$ cat src/rtl/nhr_pkg.sv
// Package: shared constants and types for the NAND host register interface.
// Assumes a 32-bit register bus addressed in bytes, with word-aligned registers.
package nhr_pkg;

    // Word indices (byte offset divided by four).
    localparam logic [3:0] REG_CFG = 4'h0;
    localparam logic [3:0] REG_CTL = 4'h1;
    localparam logic [3:0] REG_CMD = 4'h2;
    localparam logic [3:0] REG_ADR = 4'h3;
    localparam logic [3:0] REG_DAT = 4'h4;
    localparam logic [3:0] REG_STA = 4'h8;

    // Bit positions of the timing fields in the config register.
    localparam int CFG_SETUP_LSB  = 12;
    localparam int CFG_STROBE_LSB = 8;
    localparam int CFG_HOLD_LSB   = 4;

    // Bit positions in the control and status registers.
    localparam int CTL_EN_BIT     = 0;
    localparam int CTL_CEN_BIT    = 1;
    localparam int STA_LIVE_BIT   = 0;
    localparam int STA_RISE_BIT   = 2;

    // Kinds of pin cycle.
    typedef enum logic [1:0] {
        OPK_CMD  = 2'd0,
        OPK_ADDR = 2'd1,
        OPK_DATA = 2'd2
    } op_kind_t;

    // Phases of the pin sequencer.
    typedef enum logic [2:0] {
        PH_IDLE   = 3'd0,
        PH_SETUP  = 3'd1,
        PH_STROBE = 3'd2,
        PH_HOLD   = 3'd3,
        PH_DONE   = 3'd4
    } phase_t;

endpackage

$ cat src/rtl/nand_rb_detect.sv
// Ready/busy detector: passes the asynchronous ready/busy pin through a
// SYNC-stage flop chain, gives out the synchronized level, and keeps a sticky
// flag set on each low-to-high transition. A clear request drops the flag,
// but a rise in the same cycle wins.
// Assumes SYNC >= 2.
module nand_rb_detect #(
    parameter int SYNC = 2
) (
    input  logic clk,
    input  logic rst_n,
    input  logic rb_pin,
    input  logic clr,
    output logic live,
    output logic sticky
);
    logic [SYNC-1:0] sync_q;
    logic            prev_q;
    logic            rise;

    // Shift the pin level through the synchronizer chain.
    always_ff @(posedge clk) begin
        if (!rst_n) sync_q <= '0;
        else        sync_q <= {sync_q[SYNC-2:0], rb_pin};
    end

    assign live = sync_q[SYNC-1];
    assign rise = live & ~prev_q;

    // Remember the previous synchronized level for edge detection.
    always_ff @(posedge clk) begin
        if (!rst_n) prev_q <= 1'b0;
        else        prev_q <= live;
    end

    // Sticky rise flag: set has priority over clear.
    always_ff @(posedge clk) begin
        if (!rst_n)   sticky <= 1'b0;
        else if (rise) sticky <= 1'b1;
        else if (clr)  sticky <= 1'b0;
    end
endmodule

$ cat src/rtl/nand_pin_seq.sv
// Pin sequencer: runs one flash bus cycle made of setup, strobe and hold
// phases. Each phase lasts its programmed length plus one clock. The write or
// read strobe is asserted only in the strobe phase. A read samples the input
// byte in the last strobe cycle. A one-cycle done phase follows the hold
// phase. Assumes the timing inputs stay stable while a cycle runs.
module nand_pin_seq
    import nhr_pkg::*;
#(
    parameter int TW = 3,
    parameter int BW = 8
) (
    input  logic          clk,
    input  logic          rst_n,
    input  logic          start,
    input  op_kind_t      kind_i,
    input  logic          rd_i,
    input  logic [BW-1:0] wbyte_i,
    input  logic [TW-1:0] setup_len,
    input  logic [TW-1:0] strobe_len,
    input  logic [TW-1:0] hold_len,
    input  logic [BW-1:0] din,
    output logic          idle,
    output logic          done,
    output logic [BW-1:0] rbyte,
    output logic          cle,
    output logic          ale,
    output logic          we_n,
    output logic          re_n,
    output logic          dq_oe,
    output logic [BW-1:0] dq_out
);
    phase_t        ph_q;
    logic [TW-1:0] cnt_q;
    op_kind_t      kind_q;
    logic          rd_q;
    logic [BW-1:0] wbyte_q;
    logic          active;
    logic          last;

    assign last = (cnt_q == '0);

    // Phase state and the down-counter for the current phase.
    always_ff @(posedge clk) begin
        if (!rst_n) begin
            ph_q  <= PH_IDLE;
            cnt_q <= '0;
        end else begin
            case (ph_q)
                PH_IDLE: if (start) begin
                    ph_q  <= PH_SETUP;
                    cnt_q <= setup_len;
                end
                PH_SETUP: if (last) begin
                    ph_q  <= PH_STROBE;
                    cnt_q <= strobe_len;
                end else cnt_q <= cnt_q - 1'b1;
                PH_STROBE: if (last) begin
                    ph_q  <= PH_HOLD;
                    cnt_q <= hold_len;
                end else cnt_q <= cnt_q - 1'b1;
                PH_HOLD: if (last) ph_q <= PH_DONE;
                         else      cnt_q <= cnt_q - 1'b1;
                default: ph_q <= PH_IDLE;
            endcase
        end
    end

    // Capture the access kind and write byte when a cycle begins.
    always_ff @(posedge clk) begin
        if (!rst_n) begin
            kind_q  <= OPK_DATA;
            rd_q    <= 1'b0;
            wbyte_q <= '0;
        end else if (ph_q == PH_IDLE && start) begin
            kind_q  <= kind_i;
            rd_q    <= rd_i;
            wbyte_q <= wbyte_i;
        end
    end

    // Sample the flash byte in the last strobe cycle of a read.
    always_ff @(posedge clk) begin
        if (!rst_n) rbyte <= '0;
        else if (ph_q == PH_STROBE && last && rd_q) rbyte <= din;
    end

    assign active = (ph_q == PH_SETUP) || (ph_q == PH_STROBE) || (ph_q == PH_HOLD);
    assign idle   = (ph_q == PH_IDLE);
    assign done   = (ph_q == PH_DONE);
    assign cle    = active && (kind_q == OPK_CMD);
    assign ale    = active && (kind_q == OPK_ADDR);
    assign we_n   = !((ph_q == PH_STROBE) && !rd_q);
    assign re_n   = !((ph_q == PH_STROBE) && rd_q);
    assign dq_oe  = active && !rd_q;
    assign dq_out = wbyte_q;
endmodule

$ cat src/rtl/nand_csr.sv
// Register file: holds the timing fields, the enable and the chip-enable
// bits, and builds the read-back word for any register index.
// Assumes 4*3 field spacing fits TW (TW <= 4) and a 32-bit bus.
module nand_csr
    import nhr_pkg::*;
#(
    parameter int TW    = 3,
    parameter int BW    = 8,
    parameter int DW    = 32,
    parameter int IDX_W = 4
) (
    input  logic             clk,
    input  logic             rst_n,
    input  logic             wr_en,
    input  logic [IDX_W-1:0] idx,
    input  logic [DW-1:0]    wdata,
    input  logic             live,
    input  logic             sticky,
    input  logic [BW-1:0]    rbyte,
    output logic [TW-1:0]    setup_len,
    output logic [TW-1:0]    strobe_len,
    output logic [TW-1:0]    hold_len,
    output logic             en,
    output logic             ce_n,
    output logic [DW-1:0]    rdata
);
    logic unused_wbits;
    assign unused_wbits = ^{wdata[DW-1:16], wdata[3:2]};

    // Timing and control registers; timing resets to the slowest setting.
    always_ff @(posedge clk) begin
        if (!rst_n) begin
            setup_len  <= '1;
            strobe_len <= '1;
            hold_len   <= '1;
            en         <= 1'b0;
            ce_n       <= 1'b1;
        end else if (wr_en) begin
            if (idx == REG_CFG) begin
                setup_len  <= wdata[CFG_SETUP_LSB  +: TW];
                strobe_len <= wdata[CFG_STROBE_LSB +: TW];
                hold_len   <= wdata[CFG_HOLD_LSB   +: TW];
            end
            if (idx == REG_CTL) begin
                en   <= wdata[CTL_EN_BIT];
                ce_n <= wdata[CTL_CEN_BIT];
            end
        end
    end

    // Read-back multiplexer.
    always_comb begin
        rdata = '0;
        case (idx)
            REG_CFG: begin
                rdata[CFG_SETUP_LSB  +: TW] = setup_len;
                rdata[CFG_STROBE_LSB +: TW] = strobe_len;
                rdata[CFG_HOLD_LSB   +: TW] = hold_len;
            end
            REG_CTL: begin
                rdata[CTL_EN_BIT]  = en;
                rdata[CTL_CEN_BIT] = ce_n;
            end
            REG_DAT: rdata[BW-1:0] = rbyte;
            REG_STA: begin
                rdata[STA_LIVE_BIT] = live;
                rdata[STA_RISE_BIT] = sticky;
            end
            default: rdata = '0;
        endcase
    end
endmodule

$ cat src/rtl/nand_host_regif.sv
// Top: decodes register-bus accesses, starts pin cycles for command,
// address and data accesses while the enable bit is set, stalls the bus
// during a pin cycle, and wires the ready/busy detector into status.
// Assumes the master holds bus_sel, bus_wr, bus_addr and bus_wdata stable
// until the edge where bus_ready is high.
module nand_host_regif
    import nhr_pkg::*;
#(
    parameter int ADDR_W = 6,
    parameter int DATA_W = 32,
    parameter int TW     = 3,
    parameter int SYNC   = 2
) (
    input  logic              clk,
    input  logic              rst_n,
    input  logic              bus_sel,
    input  logic              bus_wr,
    input  logic [ADDR_W-1:0] bus_addr,
    input  logic [DATA_W-1:0] bus_wdata,
    output logic [DATA_W-1:0] bus_rdata,
    output logic              bus_ready,
    output logic              fl_ce_n,
    output logic              fl_cle,
    output logic              fl_ale,
    output logic              fl_we_n,
    output logic              fl_re_n,
    output logic [7:0]        fl_dq_out,
    output logic              fl_dq_oe,
    input  logic [7:0]        fl_dq_in,
    input  logic              fl_rb
);
    localparam int BW    = 8;
    localparam int IDX_W = ADDR_W - 2;

    logic [IDX_W-1:0] idx;
    logic             unused_abits;
    logic [TW-1:0]    setup_len, strobe_len, hold_len;
    logic             en_q, ce_n_q;
    logic             rb_live, rb_sticky, sta_clr;
    logic             is_pin_wr, is_pin_rd, pin_acc;
    logic             seq_idle, seq_done, seq_start;
    logic [BW-1:0]    rbyte;
    op_kind_t         kind;

    assign idx          = bus_addr[ADDR_W-1:2];
    assign unused_abits = ^bus_addr[1:0];

    // Access decode: which accesses need a pin cycle.
    assign is_pin_wr = bus_wr && (idx == REG_CMD || idx == REG_ADR || idx == REG_DAT);
    assign is_pin_rd = !bus_wr && (idx == REG_DAT);
    assign pin_acc   = bus_sel && en_q && (is_pin_wr || is_pin_rd);
    assign seq_start = pin_acc && seq_idle;
    assign bus_ready = bus_sel && (!pin_acc || seq_done);
    assign sta_clr   = bus_sel && bus_wr && (idx == REG_STA) && bus_wdata[STA_RISE_BIT];

    // Map the register index to a pin-cycle kind.
    always_comb begin
        case (idx)
            REG_CMD: kind = OPK_CMD;
            REG_ADR: kind = OPK_ADDR;
            default: kind = OPK_DATA;
        endcase
    end

    nand_csr #(.TW(TW), .BW(BW), .DW(DATA_W), .IDX_W(IDX_W)) u_csr (
        .clk        (clk),
        .rst_n      (rst_n),
        .wr_en      (bus_sel && bus_wr),
        .idx        (idx),
        .wdata      (bus_wdata),
        .live       (rb_live),
        .sticky     (rb_sticky),
        .rbyte      (rbyte),
        .setup_len  (setup_len),
        .strobe_len (strobe_len),
        .hold_len   (hold_len),
        .en         (en_q),
        .ce_n       (ce_n_q),
        .rdata      (bus_rdata)
    );

    nand_pin_seq #(.TW(TW), .BW(BW)) u_seq (
        .clk        (clk),
        .rst_n      (rst_n),
        .start      (seq_start),
        .kind_i     (kind),
        .rd_i       (!bus_wr),
        .wbyte_i    (bus_wdata[BW-1:0]),
        .setup_len  (setup_len),
        .strobe_len (strobe_len),
        .hold_len   (hold_len),
        .din        (fl_dq_in),
        .idle       (seq_idle),
        .done       (seq_done),
        .rbyte      (rbyte),
        .cle        (fl_cle),
        .ale        (fl_ale),
        .we_n       (fl_we_n),
        .re_n       (fl_re_n),
        .dq_oe      (fl_dq_oe),
        .dq_out     (fl_dq_out)
    );

    nand_rb_detect #(.SYNC(SYNC)) u_rb (
        .clk    (clk),
        .rst_n  (rst_n),
        .rb_pin (fl_rb),
        .clr    (sta_clr),
        .live   (rb_live),
        .sticky (rb_sticky)
    );

    assign fl_ce_n = ce_n_q;
endmodule

$ cat config.mk
export PLATFORM = sky130hd
export DESIGN_NAME = nand_host_regif
export DESIGN_NICKNAME = d
export VERILOG_FILES = /design/src/rtl/nhr_pkg.sv /design/src/rtl/nand_rb_detect.sv /design/src/rtl/nand_pin_seq.sv /design/src/rtl/nand_csr.sv /design/src/rtl/nand_host_regif.sv
export SDC_FILE = /design/constraint.sdc
export NUM_CORES = 1
export LEC_CHECK = 0
export BUFFER_PORTS_ARGS = -buffer_cell sky130_fd_sc_hd__buf_2
export CAP_MARGIN = 20
export CELL_PAD_IN_SITES_DETAIL_PLACEMENT = 2
export CELL_PAD_IN_SITES_GLOBAL_PLACEMENT = 2
export CORE_MARGIN = 4
export CORE_UTILIZATION = 27
export CTS_BUF_LIST = sky130_fd_sc_hd__clkbuf_16
export CTS_CLUSTER_DIAMETER = 100
export DETAILED_ROUTE_END_ITERATION = 10
export GPL_TIMING_DRIVEN = 0
export HOLD_SLACK_MARGIN = 0.06
export PLACE_DENSITY = 0.94
export SYNTH_ARGS = -nofsm -noshare
export SYNTH_HDL_FRONTEND = slang
export SYNTH_SLANG_ARGS = --single-unit
$ cat constraint.sdc
create_clock -name clk -period 3.8 [get_ports clk]
set_input_delay 0.57 -clock clk [delete_from_list [all_inputs] [get_ports clk]]
set_output_delay 0.57 -clock clk [all_outputs]
set_load 0.01 [all_outputs]
==> results of run 1 <==
-- synth_stat cells (5+ instances only) --
cell | count | area share (%)
and2_1 | 12 | 3.6
nand3_1 | 12 | 2.9
buf_4 | 19 | 6.8
a21oi_1 | 5 | 1.2
nor2_1 | 25 | 4.5
nand2_1 | 31 | 5.6
a22o_1 | 5 | 2.1
dfxtp_1 | 40 | 38
clkbuf_1 | 11 | 2.0
mux2i_1 | 20 | 9.6
-- final cells by class --
cell class	count	area share, %
clock inverters	3	0.600
repair buffers	58	10.7
plain buffers	31	7.20
clock buffers	5	4.62
flip-flops and latches	40	29.5
inverters	4	0.554
well taps	99	4.57
multi-input cells	186	42.2
-- power breakdown --
part / internal, mW / switching, mW / total, mW
Combinational: 0.0620 / 0.0911 / 0.153
Sequential: 0.428 / 0.00643 / 0.434
Clock: 0.240 / 0.172 / 0.411
Total: 0.730 / 0.269 / 0.999
-- routing by layer --
layer,vias up,GRT usage [%]
met1,989,19.0
met5,-,0
li1,972,-
met2,60,29.9
met3,9,4.46
met4,0,4.86
-- path summary, 6_finish.rpt --
path                                                  from                           to  cells after the start
worst min-delay path             u_rb.sync_q[0]$_SDFF_PN0_    u_rb.sync_q[1]$_SDFF_PN0_                      1
worst min register to register   u_rb.sync_q[0]$_SDFF_PN0_    u_rb.sync_q[1]$_SDFF_PN0_                      1
worst max register to register  u_seq.ph_q[1]$_SDFFE_PN0P_  u_seq.rbyte[7]$_SDFFE_PN0P_                      5
worst max-delay path            u_seq.ph_q[1]$_SDFFE_PN0P_                       fl_ale                      5
-- state kept, by name (all words and copies together), names as in the netlist --
| name | count |
|---|---|
| u_seq.kind_q | 2 |
| u_seq.ph_q | 3 |
| u_csr.hold_len | 3 |
| u_csr.en | 1 |
| u_csr.setup_len | 3 |
| u_csr.ce_n | 1 |
| u_csr.strobe_len | 3 |
| u_rb.sticky | 1 |
| u_rb.sync_q | 2 |
| u_seq.cnt_q | 3 |
| u_seq.rd_q | 1 |
| u_seq.rbyte | 8 |
| u_seq.dq_out | 8 |
| u_rb.prev_q | 1 |
-- logic make-up after synthesis --
group                      count (synthesis)  share of synthesized area [%]
and+or+nand+nor                          112                           27.7
DFF                                       40                           38.4
buffers and inverters                     35                           10.1
AOI/OAI and AO/OA                         33                           12.4
muxes                                     20                           9.60
adders and majority gates                  2                           1.20
other                                      1                          0.180
xor gates and xnor gates                   1                          0.420
-- through the flow --
step / util, % / worst slack (ps) / hold slack (ps)
2_1_floorplan: - / 1510 / 412
3_3_place_gp: 34.8 / 871 / 414
4_1_cts: 36.8 / 1080 / 442
6_report: 36.8 / 1130 / 438
5_1_grt: 36.8 / 950 / 465
3_5_place_dp: 34.9 / 1360 / 423
-- cells in the final DEF, fill, tap and decap left out, types with 5 or more instances in the layout --
cell type and instances:
buf_2 58, dfxtp_1 40, nand2_1 31, nor2_1 25, mux2i_1 20, buf_4 19, conb_1 18, and2_1 12
nand3_1 12, clkbuf_1 11, inv_1 6, a22o_1 5, a21oi_1 5, clkbuf_16 5
==> summary.txt, run 1 <==
Outcome
  – Status: finished clean

STA
  – Fin crit period: 2670 ps
  – Post-Route Skew: 4.64 ps
  – FMAX: 375 MHz
  – Final Hold Fails: 0
  – Slew @ Worst Pin: 811 ps
  – Period utilisation layout: 70.2%
  – Setup violations, final: 0
  – RSZ-0062 raised after global routing: no
  – Fin Setup TNS: 0 ps
  – Slew Limit Headroom: 45.8%
  – Final Max Tran Viols: 0

Die
  – Die area: 9190 um^2
  – Die H: 95.9 um
  – IO Count: 98
  – Die width: 95.9 um
  – CORE AREA: 7370 um^2
  – Initial Util: 28.3%
  – Number of core rows: 31

Worst setup path
  – CP arrival: 2100 ps
  – Worst Path Buf+Inv: 3
  – CP required: 3230 ps
  – Crit path largest cell delay: 460 ps
  – Flop-to-flop setup slack: 1600 ps
  – CP startpoint kind: flop
  – Type of the worst setup path: flop to output pin
  – Most used cell along the critical path: clkbuf_1
  – Top delay family on crit path: buffers and inverters
  – Critical path endpoint category: output pin
  – Crit-path max FO: 10
  – Cell Chain, Critical Path: clkbuf_1, clkbuf_1, o21bai_1, nor3b_1, buf_2
  – Slowest-stage cell, CP: clkbuf_1

Placement
  – DP Area: 2570 um^2
  – Cell count after placement: 418
  – Port bufs: 58
  – Hpwl dp: 5390 um
  – Placer Congestion: 0.824

Drt
  – Metal-1 WL: 3010 um
  – DR vias: 2,030
  – Drt pass-1 iters: 4
  – Uppermost layer routed: met4
  – Final ANT Viol Nets: 0
  – Drt wl/cell: 16.8 um
  – Met3 Routed Length: 507 um
  – Vias per Instance: 4.77
  – DRT iter0 DRCs: 90
  – Final Routed Wirelength: 7170 um
  – # DRC: 0
  – Met2 wire len: 3550 um

Global route
  – Tot GR Track Use: 16.6%
  – Number of antenna violations at the first check in global routing: 0
  – Global-route wire length before repair: 11,700 um
  – Vias in the first global route: 2,337
  – Grt ovf: 0
  – Pin count of the biggest net entering global routing: 13

Finish
  – Area occupied by registers: 801 um^2
  – Layout cells sized above 1: 28.4%
  – Filler Cell Count: 868
  – Fin nets: 379
  – Fin area: 2710 um^2
  – Finished Layout Cells: 426
  – Area of the multi-input gates: 1140 um^2
  – Area growth, synth to finish: 30.0%
  – Ant diodes: 0

Clock network
  – Total CTS buffers: 5
  – Root buf cell: clkbuf_16
  – H-Tree Depth: 2
  – Reg clk slew, reported paths: 60 ps
  – Post-cts sizing count: 0
  – Max Root-Sink Buffers: 2
  – CTS tree: built
  – Post-CTS setup buffers: 0
  – Worst skew pair latency: 280 ps
  – CTS Hold Bufs: 0
  – Clock Sink Count: 40

Power and ir drop
  – Post-layout power: 0.999 mW
  – Power Density: 369 nW/um^2
  – Leak Pwr: 1.30 nW
  – Peak supply drop: 0.000218 V

Synthesis
  – Post-Syn Area per Cell: 8.54 um^2
  – EDFF count, synth: 0
  – Yosys warning count: 0
  – Mapped Cells: 244
  – Top FF cell, synth: dfxtp_1
  – Mapped Area: 2080 um^2
  – Post-synth ARST share: 0%
  – Yosys cell types: 48
  – #FFs+latches synth: 40
  – Sequential area share after synthesis: 38.4%

Hold path
  – HP Class: flop to flop

Run
  – Max-cap violations: 0
(Power assumes the default switching activity.)
==> inputs of run 2 (changes only) <==
ABC_AREA = 1   (was not set)
CORE_UTILIZATION = 24   (was 27)
PLACE_DENSITY = 0.9   (was 0.94)
clock period = 2.7 ns   (was 3.8 ns; I/O delays follow)
==> summary.txt, run 2 <==
Clock network
  – H-Tree Depth: 2 (unchanged)
  – Clock Sink Count: 40 (unchanged)
  – Root buf cell: clkbuf_16 (unchanged)
  – CTS Hold Bufs: 0 (unchanged)
  – Max Root-Sink Buffers: 2 (unchanged)
  – CTS tree: built (unchanged)
  – Post-CTS setup buffers: 0 (unchanged)
  – Worst skew pair latency: 290 ps (was 280 ps)
  – Post-cts sizing count: 0 (unchanged)
  – Reg clk slew, reported paths: 60 ps (about the same)
  – Total CTS buffers: 5 (unchanged)

Finish
  – Final Util: 32.6% (was 36.8%)
  – Layout cells sized above 1: 30.0% (was 28.4%)
  – Commonest cells after routing, fill and taps aside: buf_2 (62), nand2_1 (58), dfxtp_1 (40) (was buf_2 (58), dfxtp_1 (40), nand2_1 (31))
  – Area growth, synth to finish: 30.4% (was 30.0%)
  – Fin nets: 425 (was 379)
  – Area of the multi-input gates: 997 um^2 (was 1140 um^2)
  – Area occupied by registers: 801 um^2 (unchanged)
  – Filler Cell Count: 1,032 (was 868)
  – Ant diodes: 0 (unchanged)
  – Commonest non-fill, non-tap cell in the layout: buf_2 (unchanged)

Worst setup path
  – Critical path depth: 5 (unchanged)
  – Worst setup path startpoint: u_seq.ph_q[1]$_SDFFE_PN0P_ (unchanged)
  – Crit-path max FO: 6 (was 10)
  – Reg2reg path depth: 9 (was 5)
  – CP required: 2300 ps (was 3230 ps)
  – Slowest-stage cell, CP: dfxtp_1 (was clkbuf_1)
  – Flop-to-flop setup slack: 1050 ps (was 1600 ps)
  – CP startpoint kind: flop (unchanged)
  – RR Endpoint: u_seq.cnt_q[1]$_SDFFE_PN0P_ (was u_seq.rbyte[7]$_SDFFE_PN0P_)
  – Worst Path Buf+Inv: 3 (unchanged)
  – CP arrival: 1610 ps (was 2100 ps)
  – Critical path endpoint category: output pin (unchanged)
  – Type of the worst setup path: flop to output pin (unchanged)
  – End of the critical path: fl_cle (was fl_ale)
  – Crit path largest cell delay: 500 ps (was 460 ps)
  – Top delay family on crit path: flip-flops (was buffers and inverters)
  – Worst r2r src: u_seq.cnt_q[0]$_SDFFE_PN0P_ (was u_seq.ph_q[1]$_SDFFE_PN0P_)
  – Cell Chain, Critical Path: inv_2, a21oi_2, inv_1, nor3_1, buf_2 (was clkbuf_1, clkbuf_1, o21bai_1, nor3b_1, buf_2)

STA
  – Period utilisation layout: 74.6%
  – Final Hold Fails: 0 (unchanged)
  – Slew Limit Headroom: 65.2% (was 45.8%)
  – FMAX: 497 MHz
  – Fin crit period: 2010 ps
  – RSZ-0062 raised after global routing: no (unchanged)
  – Final Max Tran Viols: 0 (unchanged)
  – Post-Route Skew: 9.79 ps (was 4.64 ps)
  – Fin Setup TNS: 0 ps (unchanged)
  – Setup violations, final: 0 (unchanged)
  – Slew @ Worst Pin: 523 ps (was 811 ps)

Synthesis
  – EDFF count, synth: 0 (unchanged)
  – Post-synth ARST share: 0% (unchanged)
  – Post-Syn Area per Cell: 7.18 um^2 (was 8.54 um^2)
  – Mapped Cells: 289 (was 244)
  – Mapped Area: 2070 um^2 (was 2080 um^2)
  – Share of the synthesized area in the top cell type: 38.6% (was 38.4%)
  – Yosys cell types: 30 (was 48)
  – Yosys warning count: 0 (unchanged)
  – Top-count cell post-synth: nand2_1 (was dfxtp_1)
  – Yosys top cell by area: dfxtp_1 (unchanged)
  – Main area contributors after synthesis: dfxtp_1 (39%), nand2_1 (10%), buf_4 (6.5%) (was dfxtp_1 (38%), mux2i_1 (9.6%), buf_4 (6.8%))
  – Commonest cells in the netlist: nand2_1 (58), dfxtp_1 (40), inv_1 (34) (was dfxtp_1 (40), nand2_1 (31), nor2_1 (25))
  – #FFs+latches synth: 40 (unchanged)
  – Top FF cell, synth: dfxtp_1 (unchanged)
  – Sequential area share after synthesis: 38.6% (was 38.4%)

Placement
  – Port bufs: 59 (was 58)
  – Hpwl dp: 5650 um (was 5390 um)
  – Placer Congestion: 0.892 (was 0.824)

Drt
  – Vias per Instance: 4.50 (was 4.77)
  – Final Routed Wirelength: 7250 um (was 7170 um)
  – DRT iter0 DRCs: 58 (was 90)
  – Drt wl/cell: 15.2 um (was 16.8 um)
  – Drt pass-1 iters: 4 (unchanged)
  – DR vias: 2,153 (was 2,030)
  – Final ANT Viol Nets: 0 (unchanged)
  – # DRC: 0 (unchanged)

Hold path
  – HP Class: input pin to flop (was flop to flop)

Die
  – IO Count: 98 (unchanged)
  – Die width: 101 um (was 95.9 um)
  – Die H: 101 um (was 95.9 um)
  – CORE AREA: 8300 um^2 (was 7370 um^2)
  – Initial Util: 25.0% (was 28.3%)
  – Number of core rows: 33 (was 31)
  – Die area: 10,200 um^2 (was 9190 um^2)

Global route
  – Tot GR Track Use: 14.7% (was 16.6%)
  – Number of antenna violations at the first check in global routing: 0 (unchanged)
  – Pin count of the biggest net entering global routing: 13 (unchanged)
  – Vias in the first global route: 2,400 (was 2,337)
  – Global-route wire length before repair: 12,000 um (was 11,700 um)
  – Grt ovf: 0 (unchanged)

Outcome
  – Status: finished clean (unchanged)

Power and ir drop
  – Peak supply drop: 0.000243 V (was 0.000218 V)
  – Power Density: 703 nW/um^2 (was 369 nW/um^2)
  – Leak Pwr: 1.42 nW (was 1.30 nW)

Run
  – Max-cap violations: 0 (unchanged)
==> run 2: worst min path at each step <==
stage,endpoint,slack (ps),cells after the start,startpoint
CTS,u_rb.sync_q[0]$_SDFF_PN0_,300,3,fl_rb
global placement,u_rb.sync_q[1]$_SDFF_PN0_,390,2,u_rb.sync_q[0]$_SDFF_PN0_
detailed placement,u_rb.sync_q[1]$_SDFF_PN0_,420,2,u_rb.sync_q[0]$_SDFF_PN0_
global route,u_rb.sync_q[0]$_SDFF_PN0_,310,3,fl_rb
floorplan,u_rb.sync_q[1]$_SDFF_PN0_,390,2,u_rb.sync_q[0]$_SDFF_PN0_
finish,u_rb.sync_q[0]$_SDFF_PN0_,300,3,fl_rb
==> run 2: cells by family after synthesis <==
family                     after synthesis  synth area share (%)
other                                    1                 0.181
DFF                                     40                  38.6
adders and majority gates                2                  1.21
and+or+nand+nor                        126                  28.6
buffers and inverters                   65                  16.4
AOI/OAI and AO/OA                       55                  15.0
==> run 2: power breakdown <==
| group | total, mW | switching, mW | internal (mW) |
|---|---|---|---|
| logic | 0.648 | 0.432 | 0.216 |
| registers | 0.670 | 0.0408 | 0.629 |
| clock network | 0.583 | 0.247 | 0.336 |
==> run 2: routing by layer <==
metal,global-route usage (%),up-vias,wire [um]
li1,-,1055,-
met1,17.5,1041,3150
met2,27.3,54,3760
met3,2.98,3,311
met4,2.45,0,38
met5,0,-,0
==> run 2: worst min-delay path, stage by stage <==
cell and delay (ps):
buf_2 70, nand2_1 40, inv_1 40
==> run 2: final cells by class <==
class / count / area share, %
buffer: 25 / 6.94
clock buffer: 5 / 4.63
clock inverter: 3 / 0.555
inverter: 40 / 5.64
multi-input combinational: 201 / 36.9
sequential: 40 / 29.6
tap: 105 / 4.86
timing repair buffer: 59 / 10.9
==> run 2: metrics by stage <==
| step | power (mW) | hold WS [ps] | setup slack (ps) | cells | cell area, um^2 |
|---|---|---|---|---|---|
| floorplan | 1.12 | 390 | 1190 | 306 | 2140 |
| detailed placement | 1.32 | 419 | 836 | 470 | 2560 |
| global placement | 1.27 | 395 | 869 | 470 | 2560 |
| CTS | 1.92 | 299 | 660 | 478 | 2710 |
| finish | 1.90 | 302 | 687 | 478 | 2710 |
| global route | 2.03 | 308 | 500 | 478 | 2710 |
==> inputs of run 3 (changes only) <==
CORE_UTILIZATION = 21   (was 24)
PLACE_DENSITY = 0.84   (was 0.9)
clock period = 1.7 ns   (was 2.7 ns; I/O delays follow)
==> summary.txt, run 3 (synthesized netlist as in run 2, its figures left out) <==
Worst setup path
  – CP startpoint kind: input pin (was flop)
  – Crit-path max FO: 5 (was 6)
  – CP required: 1440 ps (was 2300 ps)
  – Type of the worst setup path: input pin to output pin (was flop to output pin)
  – Most used cell along the critical path: buf_2
  – Worst setup path startpoint: bus_addr[5] (was u_seq.ph_q[1]$_SDFFE_PN0P_)
  – CP arrival: 1400 ps (was 1610 ps)
  – Cell Chain, Critical Path: buf_2, nor2_1, inv_1, nor3_2, nand2_1, nand3_1, buf_2 (was inv_2, a21oi_2, inv_1, nor3_1, buf_2)
  – Slowest-stage cell, CP: nor3_2 (was dfxtp_1)
  – Worst r2r src: u_seq.cnt_q[0]$_SDFFE_PN0P_ (unchanged)
  – Crit path largest cell delay: 320 ps (was 500 ps)
  – Critical path endpoint category: output pin (unchanged)

Finish
  – Layout cells sized above 1: 31.8% (was 30.0%)
  – Ant diodes: 0 (unchanged)
  – Commonest non-fill, non-tap cell in the layout: buf_2 (unchanged)
  – Commonest cells after routing, fill and taps aside: buf_2 (62), nand2_1 (57), dfxtp_1 (38) (was buf_2 (62), nand2_1 (58), dfxtp_1 (40))
  – Area growth, synth to finish: 33.4% (was 30.4%)
  – Fin nets: 426 (was 425)
  – Final Util: 28.6% (was 32.6%)

Clock network
  – CTS tree: built (unchanged)
  – Clock Sink Count: 40 (unchanged)
  – Reg clk slew, reported paths: 60 ps (about the same)
  – CTS Hold Bufs: 0 (unchanged)
  – Root buf cell: clkbuf_16 (unchanged)
  – Total CTS buffers: 5 (unchanged)
  – Max Root-Sink Buffers: 2 (unchanged)
  – Worst skew pair latency: 290 ps (about the same)
  – H-Tree Depth: 2 (unchanged)

Run
  – Max-cap violations: 0 (unchanged)

STA
  – Period utilisation layout: 97.1%
  – Fin crit period: 1650 ps
  – Final Hold Fails: 0 (unchanged)
  – Slew @ Worst Pin: 596 ps (was 523 ps)
  – Slew Limit Headroom: 60.3% (was 65.2%)
  – Setup violations, final: 0 (unchanged)
  – Fin Setup TNS: 0 ps (unchanged)
  – Worst hold slack: 147 ps (was 302 ps)
  – Final Max Tran Viols: 0 (unchanged)
  – Post-Route Skew: 7.54 ps (was 9.79 ps)
  – FMAX: 606 MHz
  – RSZ-0062 raised after global routing: no (unchanged)

Drt
  – Final Routed Wirelength: 7380 um (was 7250 um)
  – Met2 wire len: 3940 um (was 3760 um)
  – # DRC: 0 (unchanged)
  – Drt wl/cell: 14.5 um (was 15.2 um)
  – DRT iter0 DRCs: 108 (was 58)
  – Vias per Instance: 4.21 (was 4.50)
  – Drt pass-1 iters: 4 (unchanged)
  – Metal-1 WL: 3080 um (was 3150 um)
  – Uppermost layer routed: met4 (unchanged)
  – DR vias: 2,134 (was 2,153)
  – Final ANT Viol Nets: 0 (unchanged)
  – Met3 Routed Length: 283 um (was 311 um)

Power and ir drop
  – Leak Pwr: 1.43 nW (was 1.42 nW)
  – Power Density: 1110 nW/um^2 (was 703 nW/um^2)
  – Peak supply drop: 0.000423 V (was 0.000243 V)

Die
  – CORE AREA: 9680 um^2 (was 8300 um^2)
  – Die area: 11,500 um^2 (was 10,200 um^2)
  – IO Count: 98 (unchanged)
  – Die width: 107 um (was 101 um)
  – Number of core rows: 36 (was 33)
  – Initial Util: 21.4% (was 25.0%)
  – Die H: 107 um (was 101 um)

Outcome
  – Status: finished clean (unchanged)

Hold path
  – Min-delay src: fl_rb (unchanged)
  – HP Class: input pin to flop (unchanged)

Global route
  – Grt ovf: 0 (unchanged)
  – Global-route wire length before repair: 11,900 um (was 12,000 um)
  – Pin count of the biggest net entering global routing: 13 (unchanged)
  – Vias in the first global route: 2,425 (was 2,400)
  – Number of antenna violations at the first check in global routing: 0 (unchanged)
  – Tot GR Track Use: 13.1% (was 14.7%)

Placement
  – Port bufs: 59 (unchanged)
  – Hpwl dp: 5740 um (was 5650 um)
  – Placer Congestion: 0.815 (was 0.892)
==> run 3: layout make-up <==
class | instances | area, um^2
inverter | 40 | 153
clock buffer | 5 | 125
clock inverter | 3 | 15.0
sequential | 40 | 808
fill | 1157 | 6920
timing repair buffer | 60 | 303
multi-input combinational | 201 | 1010
buffer | 25 | 188
tap | 133 | 166
==> run 3: stage by stage <==
stage / cells / instance area [um^2] / total power, mW / setup WS [ps]
floorplan: 306 / 2140 / 1.78 / 375
global placement: 498 / 2600 / 2.03 / 121
detailed placement: 498 / 2600 / 2.09 / 65.6
CTS: 506 / 2750 / 3.05 / 0.244
global route: 507 / 2770 / 3.27 / 2.91
finish: 507 / 2770 / 3.07 / 49.2
==> run 3: metal layers <==
layer  global-route usage (%)  up-vias
li1                         -     1052
met1                     14.6     1032
met2                     25.4       44
met3                     2.64        6
met4                     2.98        0
met5                        0        -
==> run 3: critical path: cells and delay by family <==
| kind | cells | cell delay [ps] |
|---|---|---|
| AND/OR/NAND/NOR | 4 | 720 |
| buffers and inverters | 3 | 410 |
==> run 3: path summary, 6_finish.rpt <==
| kind | end | depth (start not counted) | slack [ps] |
|---|---|---|---|
| max | bus_rdata[0] | 7 | 50 |
| min | u_rb.sync_q[0]$_SDFF_PN0_ | 3 | 150 |
| max reg2reg | u_seq.cnt_q[0]$_SDFFE_PN0P_ | 9 | 200 |
| min reg2reg | u_rb.sticky$_SDFFE_PN0P_ | 1 | 420 |
==> run 3: what timing repair did <==
item	4_1_cts	5_1_grt
endpoints found under the setup margin	3	13
hold endpoints to repair	0	0
gates cloned	0	0
pin swaps	0	1
resized for setup	5	4
buffers inserted	0	1
==> run 3: power by group <==
part	switching (mW)	internal [mW]
registers	0.0686	1.01
logic	0.689	0.373
clock network	0.389	0.534
